## src/rtl/clk_src_pkg.sv

```systemverilog
`timescale 1ns/1ps
package clk_src_pkg;
  localparam logic [1:0] ADDR_CTRL   = 2'd0;
  localparam logic [1:0] ADDR_PLL    = 2'd1;
  localparam logic [1:0] ADDR_SETTLE = 2'd2;

  // strobes and levels handed from control to datapath
  typedef struct packed {
    logic       oscRun;
    logic       detEn;
    logic       irqEn;
    logic [1:0] cpuDiv;
  } dpCtrl_t;

  function automatic logic divCodeOk(input logic [1:0] code);
    return code != 2'b11;
  endfunction

  function automatic logic mulCodeOk(input logic [2:0] code);
    return (code != 3'd0) && (code <= 3'd4);
  endfunction
endpackage

```

## src/rtl/clk_src_regs.sv

```systemverilog
`timescale 1ns/1ps
module clk_src_regs
  import clk_src_pkg::*;
#(
  parameter int FREQ_W     = 5,
  parameter int SETTLE_W   = 8,
  parameter int SETTLE_RST = 8
) (
  input  logic                clk,
  input  logic                rstN,
  input  logic                wrEn,
  input  logic [1:0]          wrAddr,
  input  logic [7:0]          wrData,
  input  logic [FREQ_W-1:0]   mainFreqMhz,
  input  logic                mainStopped,
  output dpCtrl_t             dpCtrl,
  output logic [SETTLE_W-1:0] settleLimit,
  output logic                oscEn,
  output logic                pllEn,
  output logic [1:0]          pllDivSel,
  output logic [3:0]          pllMulFactor,
  output logic                cfgErr
);
  localparam int CW = FREQ_W + 3;

  logic oscOffQ, srcIntQ, detEnQ, irqEnQ, pllReqQ, cfgErrQ;
  logic [1:0] cpuDivQ, refDivQ;
  logic [2:0] mulQ;
  logic [SETTLE_W-1:0] settleQ;
  logic fallback, inRange, pllWrOk;
  logic [CW-1:0] loLim, hiLim, freqExt;

  assign fallback = detEnQ && irqEnQ && mainStopped;
  assign pllWrOk  = divCodeOk(wrData[1:0]) && mulCodeOk(wrData[4:2]);

  // divided reference must sit in 2..5 MHz: 2*n <= f <= 5*n
  assign loLim   = CW'(2) << refDivQ;
  assign hiLim   = CW'(5) << refDivQ;
  assign freqExt = CW'(mainFreqMhz);
  assign inRange = (freqExt >= loLim) && (freqExt <= hiLim);

  always_ff @(posedge clk or negedge rstN) begin
    if (!rstN) begin
      oscOffQ <= 1'b0;
      srcIntQ <= 1'b1;
      detEnQ  <= 1'b0;
      irqEnQ  <= 1'b0;
      cpuDivQ <= 2'b11;
      refDivQ <= 2'b00;
      mulQ    <= 3'd1;
      pllReqQ <= 1'b0;
      settleQ <= SETTLE_W'(SETTLE_RST);
      cfgErrQ <= 1'b0;
    end else begin
      if (wrEn && wrAddr == ADDR_CTRL) begin
        srcIntQ <= wrData[1];
        oscOffQ <= wrData[0] && !wrData[1] && !fallback;
        detEnQ  <= wrData[2];
        irqEnQ  <= wrData[3];
        cpuDivQ <= wrData[5:4];
      end else if (srcIntQ || fallback) begin
        oscOffQ <= 1'b0;
      end
      if (wrEn && wrAddr == ADDR_PLL && pllWrOk) begin
        refDivQ <= wrData[1:0];
        mulQ    <= wrData[4:2];
        pllReqQ <= wrData[7];
      end
      if (wrEn && wrAddr == ADDR_SETTLE) begin
        settleQ <= wrData[SETTLE_W-1:0];
      end
      if ((wrEn && wrAddr == ADDR_PLL && !pllWrOk) || (pllReqQ && !inRange)) begin
        cfgErrQ <= 1'b1;
      end
    end
  end

  assign oscEn        = !(oscOffQ && !srcIntQ && !fallback);
  assign pllEn        = pllReqQ && inRange;
  assign pllDivSel    = refDivQ;
  assign pllMulFactor = {mulQ, 1'b0};
  assign cfgErr       = cfgErrQ;
  assign settleLimit  = settleQ;

  always_comb begin
    dpCtrl.oscRun = oscEn;
    dpCtrl.detEn  = detEnQ;
    dpCtrl.irqEn  = irqEnQ;
    dpCtrl.cpuDiv = cpuDivQ;
  end
endmodule

```

## src/rtl/clk_src_dp.sv

```systemverilog
`timescale 1ns/1ps
module clk_src_dp
  import clk_src_pkg::*;
#(
  parameter int WIN_CYC  = 16,
  parameter int SETTLE_W = 8
) (
  input  logic                clk,
  input  logic                rstN,
  input  logic                mainClkIn,
  input  dpCtrl_t             dpCtrl,
  input  logic [SETTLE_W-1:0] settleLimit,
  output logic                mainStopped,
  output logic                stopIrq,
  output logic                settleDone,
  output logic                cpuClkEn
);
  localparam int WIN_W = $clog2(WIN_CYC);

  // stop detector
  logic [2:0] syncQ;
  logic [WIN_W-1:0] winQ;
  logic edgeQ, stoppedQ, irqQ, rise, winEnd, gotEdge;

  assign rise    = syncQ[1] && !syncQ[2];
  assign winEnd  = winQ == WIN_W'(WIN_CYC - 1);
  assign gotEdge = edgeQ || rise;

  always_ff @(posedge clk or negedge rstN) begin
    if (!rstN) begin
      syncQ    <= '0;
      winQ     <= '0;
      edgeQ    <= 1'b0;
      stoppedQ <= 1'b0;
      irqQ     <= 1'b0;
    end else begin
      syncQ <= {syncQ[1:0], mainClkIn};
      winQ  <= winEnd ? '0 : winQ + 1'b1;
      irqQ  <= 1'b0;
      if (winEnd) begin
        edgeQ <= 1'b0;
        if (dpCtrl.detEn && !gotEdge) begin
          if (!stoppedQ && dpCtrl.irqEn) irqQ <= 1'b1;
          stoppedQ <= 1'b1;
        end else begin
          stoppedQ <= 1'b0;
        end
      end else if (rise) begin
        edgeQ <= 1'b1;
      end
    end
  end

  assign mainStopped = stoppedQ;
  assign stopIrq     = irqQ;

  // oscillator settle counter
  logic [SETTLE_W-1:0] settleQ;
  always_ff @(posedge clk or negedge rstN) begin
    if (!rstN)                     settleQ <= '0;
    else if (!dpCtrl.oscRun)       settleQ <= '0;
    else if (settleQ < settleLimit) settleQ <= settleQ + 1'b1;
  end
  assign settleDone = dpCtrl.oscRun && (settleQ >= settleLimit);

  // CPU clock-enable prescaler, divide reloaded only at a strobe
  logic [2:0] divCntQ, divLim;
  logic [1:0] activeDivQ;
  assign divLim   = (3'd1 << activeDivQ) - 3'd1;
  assign cpuClkEn = divCntQ == divLim;

  always_ff @(posedge clk or negedge rstN) begin
    if (!rstN) begin
      divCntQ    <= '0;
      activeDivQ <= 2'b11;
    end else if (cpuClkEn) begin
      divCntQ    <= '0;
      activeDivQ <= dpCtrl.cpuDiv;
    end else begin
      divCntQ <= divCntQ + 1'b1;
    end
  end
endmodule

```

## src/rtl/clk_source_ctrl.sv

```systemverilog
`timescale 1ns/1ps
module clk_source_ctrl
  import clk_src_pkg::*;
#(
  parameter int FREQ_W     = 5,
  parameter int SETTLE_W   = 8,
  parameter int SETTLE_RST = 8,
  parameter int WIN_CYC    = 16
) (
  input  logic              clk,
  input  logic              rstN,
  input  logic              wrEn,
  input  logic [1:0]        wrAddr,
  input  logic [7:0]        wrData,
  input  logic [FREQ_W-1:0] mainFreqMhz,
  input  logic              mainClkIn,
  output logic              oscEn,
  output logic              pllEn,
  output logic [1:0]        pllDivSel,
  output logic [3:0]        pllMulFactor,
  output logic              cfgErr,
  output logic              settleDone,
  output logic              stopIrq,
  output logic              cpuClkEn
);
  dpCtrl_t dpCtrl;
  logic [SETTLE_W-1:0] settleLimit;
  logic mainStopped;

  clk_src_regs #(.FREQ_W(FREQ_W), .SETTLE_W(SETTLE_W), .SETTLE_RST(SETTLE_RST)) u_regs (
    .clk(clk), .rstN(rstN), .wrEn(wrEn), .wrAddr(wrAddr), .wrData(wrData),
    .mainFreqMhz(mainFreqMhz), .mainStopped(mainStopped), .dpCtrl(dpCtrl),
    .settleLimit(settleLimit), .oscEn(oscEn), .pllEn(pllEn), .pllDivSel(pllDivSel),
    .pllMulFactor(pllMulFactor), .cfgErr(cfgErr)
  );

  clk_src_dp #(.WIN_CYC(WIN_CYC), .SETTLE_W(SETTLE_W)) u_dp (
    .clk(clk), .rstN(rstN), .mainClkIn(mainClkIn), .dpCtrl(dpCtrl),
    .settleLimit(settleLimit), .mainStopped(mainStopped), .stopIrq(stopIrq),
    .settleDone(settleDone), .cpuClkEn(cpuClkEn)
  );
endmodule

```

## config.mk

```make
export PLATFORM = sky130hd
export DESIGN_NAME = clk_source_ctrl
export DESIGN_NICKNAME = d
export VERILOG_FILES = /design/src/rtl/clk_src_pkg.sv /design/src/rtl/clk_src_regs.sv /design/src/rtl/clk_src_dp.sv /design/src/rtl/clk_source_ctrl.sv
export SDC_FILE = /design/constraint.sdc
export NUM_CORES = 1
export LEC_CHECK = 0
export CAP_MARGIN = 15
export CORE_MARGIN = 8
export CORE_UTILIZATION = 50
export CTS_BUF_LIST = sky130_fd_sc_hd__clkbuf_8
export DETAILED_ROUTE_END_ITERATION = 8
export DONT_BUFFER_PORTS = 1
export HOLD_SLACK_MARGIN = 0.1
export PLACE_DENSITY = 0.61
export SYNTH_ARGS = -nofsm -noshare
export SYNTH_HDL_FRONTEND = slang
export SYNTH_SLANG_ARGS = --single-unit
```

## constraint.sdc

```tcl
create_clock -name clk -period 2.7 [get_ports clk]
set_input_delay 0.405 -clock clk [delete_from_list [all_inputs] [get_ports clk]]
set_output_delay 0.405 -clock clk [all_outputs]
set_load 0.1 [all_outputs]
```

Word-level counts from Yosys, hierarchy flattened
Cells that the tools add are included.

word-level totals
  logic and storage cells = 84
  register bits after elaboration = 44
  output and inout bits = 12
  bits of input ports = 19

cells by class
  order comparisons = 5
  shift-type cells = 3
  multiplexer cells = 12
  reductions and logical operators = 37
  eq/ne operators = 5
  $add $sub $neg = 4

operators with widths
  operator                                                             number
  1-bit logical AND                                                    20
  8-bit 2-to-1 mux                                                     2
  1-bit zero test                                                      9
  8-bit by 1-bit adder with 8-bit output (second input constant)       1
  5-bit by 8-bit >= comparator with 1-bit output                       1
  8-bit >= comparator                                                  1
  5-bit by 8-bit less-or-equal comparator with 1-bit output            1
  8-bit < comparator                                                   1
  1-bit 2-to-1 mux                                                     8
  2-bit by 2-bit << shifter with 8-bit output (first input constant)   1
  3-bit by 2-bit << shifter with 8-bit output (first input constant)   1
  2-bit nonzero test                                                   3
  4-bit by 1-bit adder with 4-bit output (second input constant)       1
  4-bit == test (second input constant)                                1
  4-bit 2-to-1 mux                                                     1
  3-bit by 1-bit adder with 3-bit output (second input constant)       1
  3-bit == test                                                        1
  3-bit less-or-equal comparator (second input constant)               1
  1-bit logical OR                                                     3
  3-bit 2-to-1 mux                                                     1
  3-bit nonzero test                                                   1
  1-bit by 2-bit << shifter with 3-bit output (first input constant)   1
  3-bit by 1-bit subtractor with 3-bit output (second input constant)  1
  2-bit by 1-bit == test with 1-bit output (second input constant)     1
  other kinds (3)                                                      3

Longest topological paths before layout
  word-level depth = 7
  mapped depth = 8
  mapped depth without buffers = 8

Hierarchy
Synthesis repeated with hierarchy kept, for this count alone.

unflattened totals
  cells, all modules = 210
  area total of the unflattened synthesis = 2386.0 um^2

modules (own cells, without submodules)
  module        cells an instance  seq. area each (um^2)  area each (um^2)  instances
  clk_src_dp    117                578.1                  1226.2            1
  clk_src_regs  93                 531.8                  1159.9            1

Least setup slack after synthesis
No wires, ideal clock.

  path kind = register -> output
  start = register u_regs.refDivQ[0] (netlist: u_regs.pllDivSel[0])
  end = output port pllEn
  setup slack = -1296 ps
  arrival = 3591 ps
  stages on the path, launching flop included = 8
  path buffers = 0
  cell sequence = dfrtp_1 -> inv_1 -> ha_1 -> nand3_1 -> a311oi_1 -> a21oi_1 -> a2111o_1 -> nor2_1

on the way
  cells in the longest elaborated chain, start to end = 4
  elaborated cells between the ends (all ways) = 6
  those cells by class = order compare: 2; shift: 2; reduce/logical: 2

ends and longest elaborated chain
  what                                                                                                                                RTL line                                RTL
  from (decl)                                                                                                                         clk_src_regs.sv:27                      logic [1:0] cpuDivQ, refDivQ;
  from (signal assigned)                                                                                                              clk_src_regs.sv:65                      refDivQ <= wrData[1:0];
  2-bit by 2-bit << shifter with 8-bit output / 3-bit by 2-bit << shifter with 8-bit output (equally long branches)                   clk_src_regs.sv:37, clk_src_regs.sv:38
  5-bit by 8-bit >= comparator with 1-bit output / 5-bit by 8-bit less-or-equal comparator with 1-bit output (equally long branches)  clk_src_regs.sv:40                      assign inRange = (freqExt >= loLim) && (freqExt <= hiLim);
  1-bit logical AND (*)                                                                                                               clk_src_regs.sv:40
  1-bit logical AND (*)                                                                                                               clk_src_regs.sv:79                      assign pllEn = pllReqQ && inRange;
  to (decl)                                                                                                                           clk_source_ctrl.sv:18                   output logic pllEn,

Every way passes the cells marked *; elsewhere a longest branch is shown, timed or not.

Final worst setup path
Same ends and word-level chain as after synthesis.

==> out/results.ini <==
[floorplan]
die_h_um = 83.3
io_pins = 31
start_util_pct = 52.1
die_x_um = 83.3
core-area_um2 = 4350
die-area_um2 = 6940
fp-row-count = 24

[placed_design]
port_buffers = 0
dp.final_hpwl_mm = 3.39
gp_congestion = 0.858

[yosys]
ys_ff_latch = 44
netlist_instances = 210
syn-cell-area_um2 = 2270
syn-num-nets = 246
synth.distinct_cells = 47
ys_seq_area_share_pct = 49.0
synthFlopType = dfrtp_1
yosysWarnings = 0
syn_avg_cell_area_um2 = 10.8
synth-async-reset-ratio_pct = 100
synth_edf_count = 0

[hold_path]
hp-start = mainClkIn
hold_path.class = primary input to register

[grt]
track_usage_pct = 13.2
grt_pass1_wl_mm = 7.83
grt_pass1_vias = 1719
grt-ovfl-total = 0
antenna_found_initial = 0
grt_max_degree = 45

[routing]
drtAntennaViolNets = 0
dr.pass1.iters = 5
wirelength_mm = 4.75
drc = 0
first_iter_violations = 75
wl_per_cell_um = 16.7
vias = 1655
viasPerCell = 5.83

[power_and_ir_drop]
power_density_nw_per_um2 = 1010
ir_drop_v = 0.000503
cellLeakagePower_nw = 1.20

[status]
outcome = finished with violations
violations = setup timing

[setup_path]
critPathCapture = pllEn
cp_max_fo = 6
worstSetupStartpoint = u_regs.pllDivSel[0]$_DFFE_PN0P_
r2r-start = u_regs.pllDivSel[0]$_DFFE_PN0P_
cp_slowest_cell = dfrtp_2
crit_chain = inv_4 -> ha_4 -> nand3_4 -> a311oi_2 -> a21oi_2 -> a2111o_1 -> nor2_4 -> buf_12
crit_buf_inv = 2
cp.depth = 8
critPathTopFamily = compound AO/OA/AOI/OAI gates
cp-start-kind = register
worst_r2r_path_depth = 9
r2r-end = u_regs.cfgErr$_DFFE_PN0P_
end_kind = output port
ff2ff_setup_slack_ns = 0.26
critical_path_class = register to output port
required_ns = 2.30
worstPathArrival_ns = 2.32
worst_path_largest_cell_delay_ns = 0.49

[cells_and_area]
nets = 267
area_delta_synth_final_pct = 21.7
drive_above_1_share_pct = 32.3
final_common_cell = dfrtp_1
antenna_cells = 0
fin_util_pct = 63.4
final_cell_mix = 36 x dfrtp_1, 19 x mux2_2, 16 x inv_1

[timing]
skew_ns = 0.0123
worst_pin_slew_ns = 0.901
rsz0062_at_grt = true
hold_viol_final = 0
whs_ns = 0.147
setup-violations-final = 1
max_freq_mhz = 367
fin_crit_sh_pct = 101
finalMaxSlewViolations = 0
min_period_ns = 2.72
layout_setup_ws_ns = -0.0231
slew_headroom_pct = 39.9

[run]
max-cap-violations = 0

[cts]
cts.clk_slew.worst_paths_ns = 0.08
clock_path_buffers = 2
clkSinkCount = 44
htree_levels = 2
numCtsBuffers = 5
clock-root-buffer = clkbuf_8
worstSkewPairLatency_ns = 0.29
cts_tree = yes

## worst register-to-register path, stage by stage (launching register included)
cell and delay, ns:
dfrtp_2 0.49, inv_4 0.09, ha_4 0.30, nand3_4 0.07
a311oi_2 0.31, a21oi_2 0.07, a2111o_1 0.41, buf_4 0.15
buf_4 0.12, a221o_1 0.33
## kinds of logic (layout without fill, tap and decap cells)
kind of cell / after synthesis / count (layout) / synth area share [%]
other cells: 1 / 1 / 0.165
xor+xnor: 4 / 4 / 1.55
buf+inv: 21 / 43 / 3.64
simple gates: 62 / 62 / 15.0
fa+ha+maj: 17 / 17 / 9.38
compound gates: 42 / 42 / 11.9
mux: 19 / 19 / 9.44
flops: 44 / 44 / 49.0
## report_power, final
group	internal, mW	switching [mW]
logic	0.439	0.608
registers	0.834	0.237
clock network	0.462	0.215
## cell type report
class | count | area [µm²]
clock inverter | 3 | 90.1
inverter | 18 | 70.1
multi-input combinational | 145 | 1190
sequential | 44 | 1110
timing repair buffer | 17 | 168
clock buffer | 5 | 68.8
fill | 333 | 1600
tap | 52 | 65.1
## repair_timing
item | in CTS | in global routing
hold buffers | 2 | 0
setup buffers | 2 | 7
setup endpoints to repair | 1 | 1
resized for setup | 13 | 8
gates cloned | 0 | 0
pin swaps | 6 | 6
hold endpoints to repair | 44 | 0
## registers in the layout, summed over array words and instances, names as in the netlist, 2 cells and up
| name | cells |
|---|---|
| u_regs.mulQ | 3 |
| u_dp.settleQ | 8 |
| u_regs.pllDivSel | 2 |
| u_dp.syncQ | 3 |
| u_dp.divCntQ | 3 |
| u_dp.activeDivQ | 2 |
| u_regs.settleLimit | 8 |
| u_dp.winQ | 4 |
| u_regs.cpuDivQ | 2 |
## stage by stage
step	worst slack, ns	std cells	instance area (µm²)	TNS (ns)	total power [mW]
after floorplan	-0.387	210	2280	-0.387	1.76
after global placement	0.380	265	2390	0	1.90
after detailed placement	0.246	265	2390	0	1.95
after CTS	0.00343	277	2660	0	2.72
after global routing	-0.124	284	2760	-0.124	2.95
final	-0.0231	284	2760	-0.0231	2.80
## Yosys cell counts (2+ instances only)
master / n / share of area [%]
or4b_1: 3 / 1.3
or2_2: 2 / 0.55
nand3_1: 5 / 1.1
or3_1: 4 / 1.1
clkbuf_1: 2 / 0.33
inv_1: 18 / 3.0
a21oi_1: 13 / 2.9
nor3_1: 3 / 0.66
xnor2_1: 3 / 1.2
nand2b_1: 2 / 0.55
or3_2: 2 / 0.66
dfrtp_1: 37 / 41
dfstp_2: 7 / 8.1
nor2_1: 10 / 1.7
mux2_2: 19 / 9.4
o21ai_1: 2 / 0.44
nand4_1: 5 / 1.4
o21ai_0: 10 / 2.2
ha_1: 17 / 9.4
a31oi_1: 4 / 1.1
nand2_1: 16 / 2.6
## worst min-delay path by stage
stage / end / slack [ns] / cells after the start
after floorplan: u_dp.divCntQ[0]$_DFF_PN0_ / 0.11 / 0
after global placement: u_dp.settleQ[0]$_DFFE_PN0P_ / 0.11 / 0
after detailed placement: u_regs.pllDivSel[1]$_DFFE_PN0P_ / 0.11 / 0
after CTS: u_dp.syncQ[0]$_DFF_PN0_ / 0.13 / 0
after global routing: u_dp.syncQ[0]$_DFF_PN0_ / 0.13 / 0
final: u_dp.syncQ[0]$_DFF_PN0_ / 0.15 / 0
## routing by layer
layer / global-route usage [%] / wire length (µm)
met4: 4.47 / 34
met2: 24.1 / 2560
met3: 3.52 / 153
met5: 0 / 0
met1: 14.2 / 2000
Note: power is estimated with default switching activity, not from simulation.
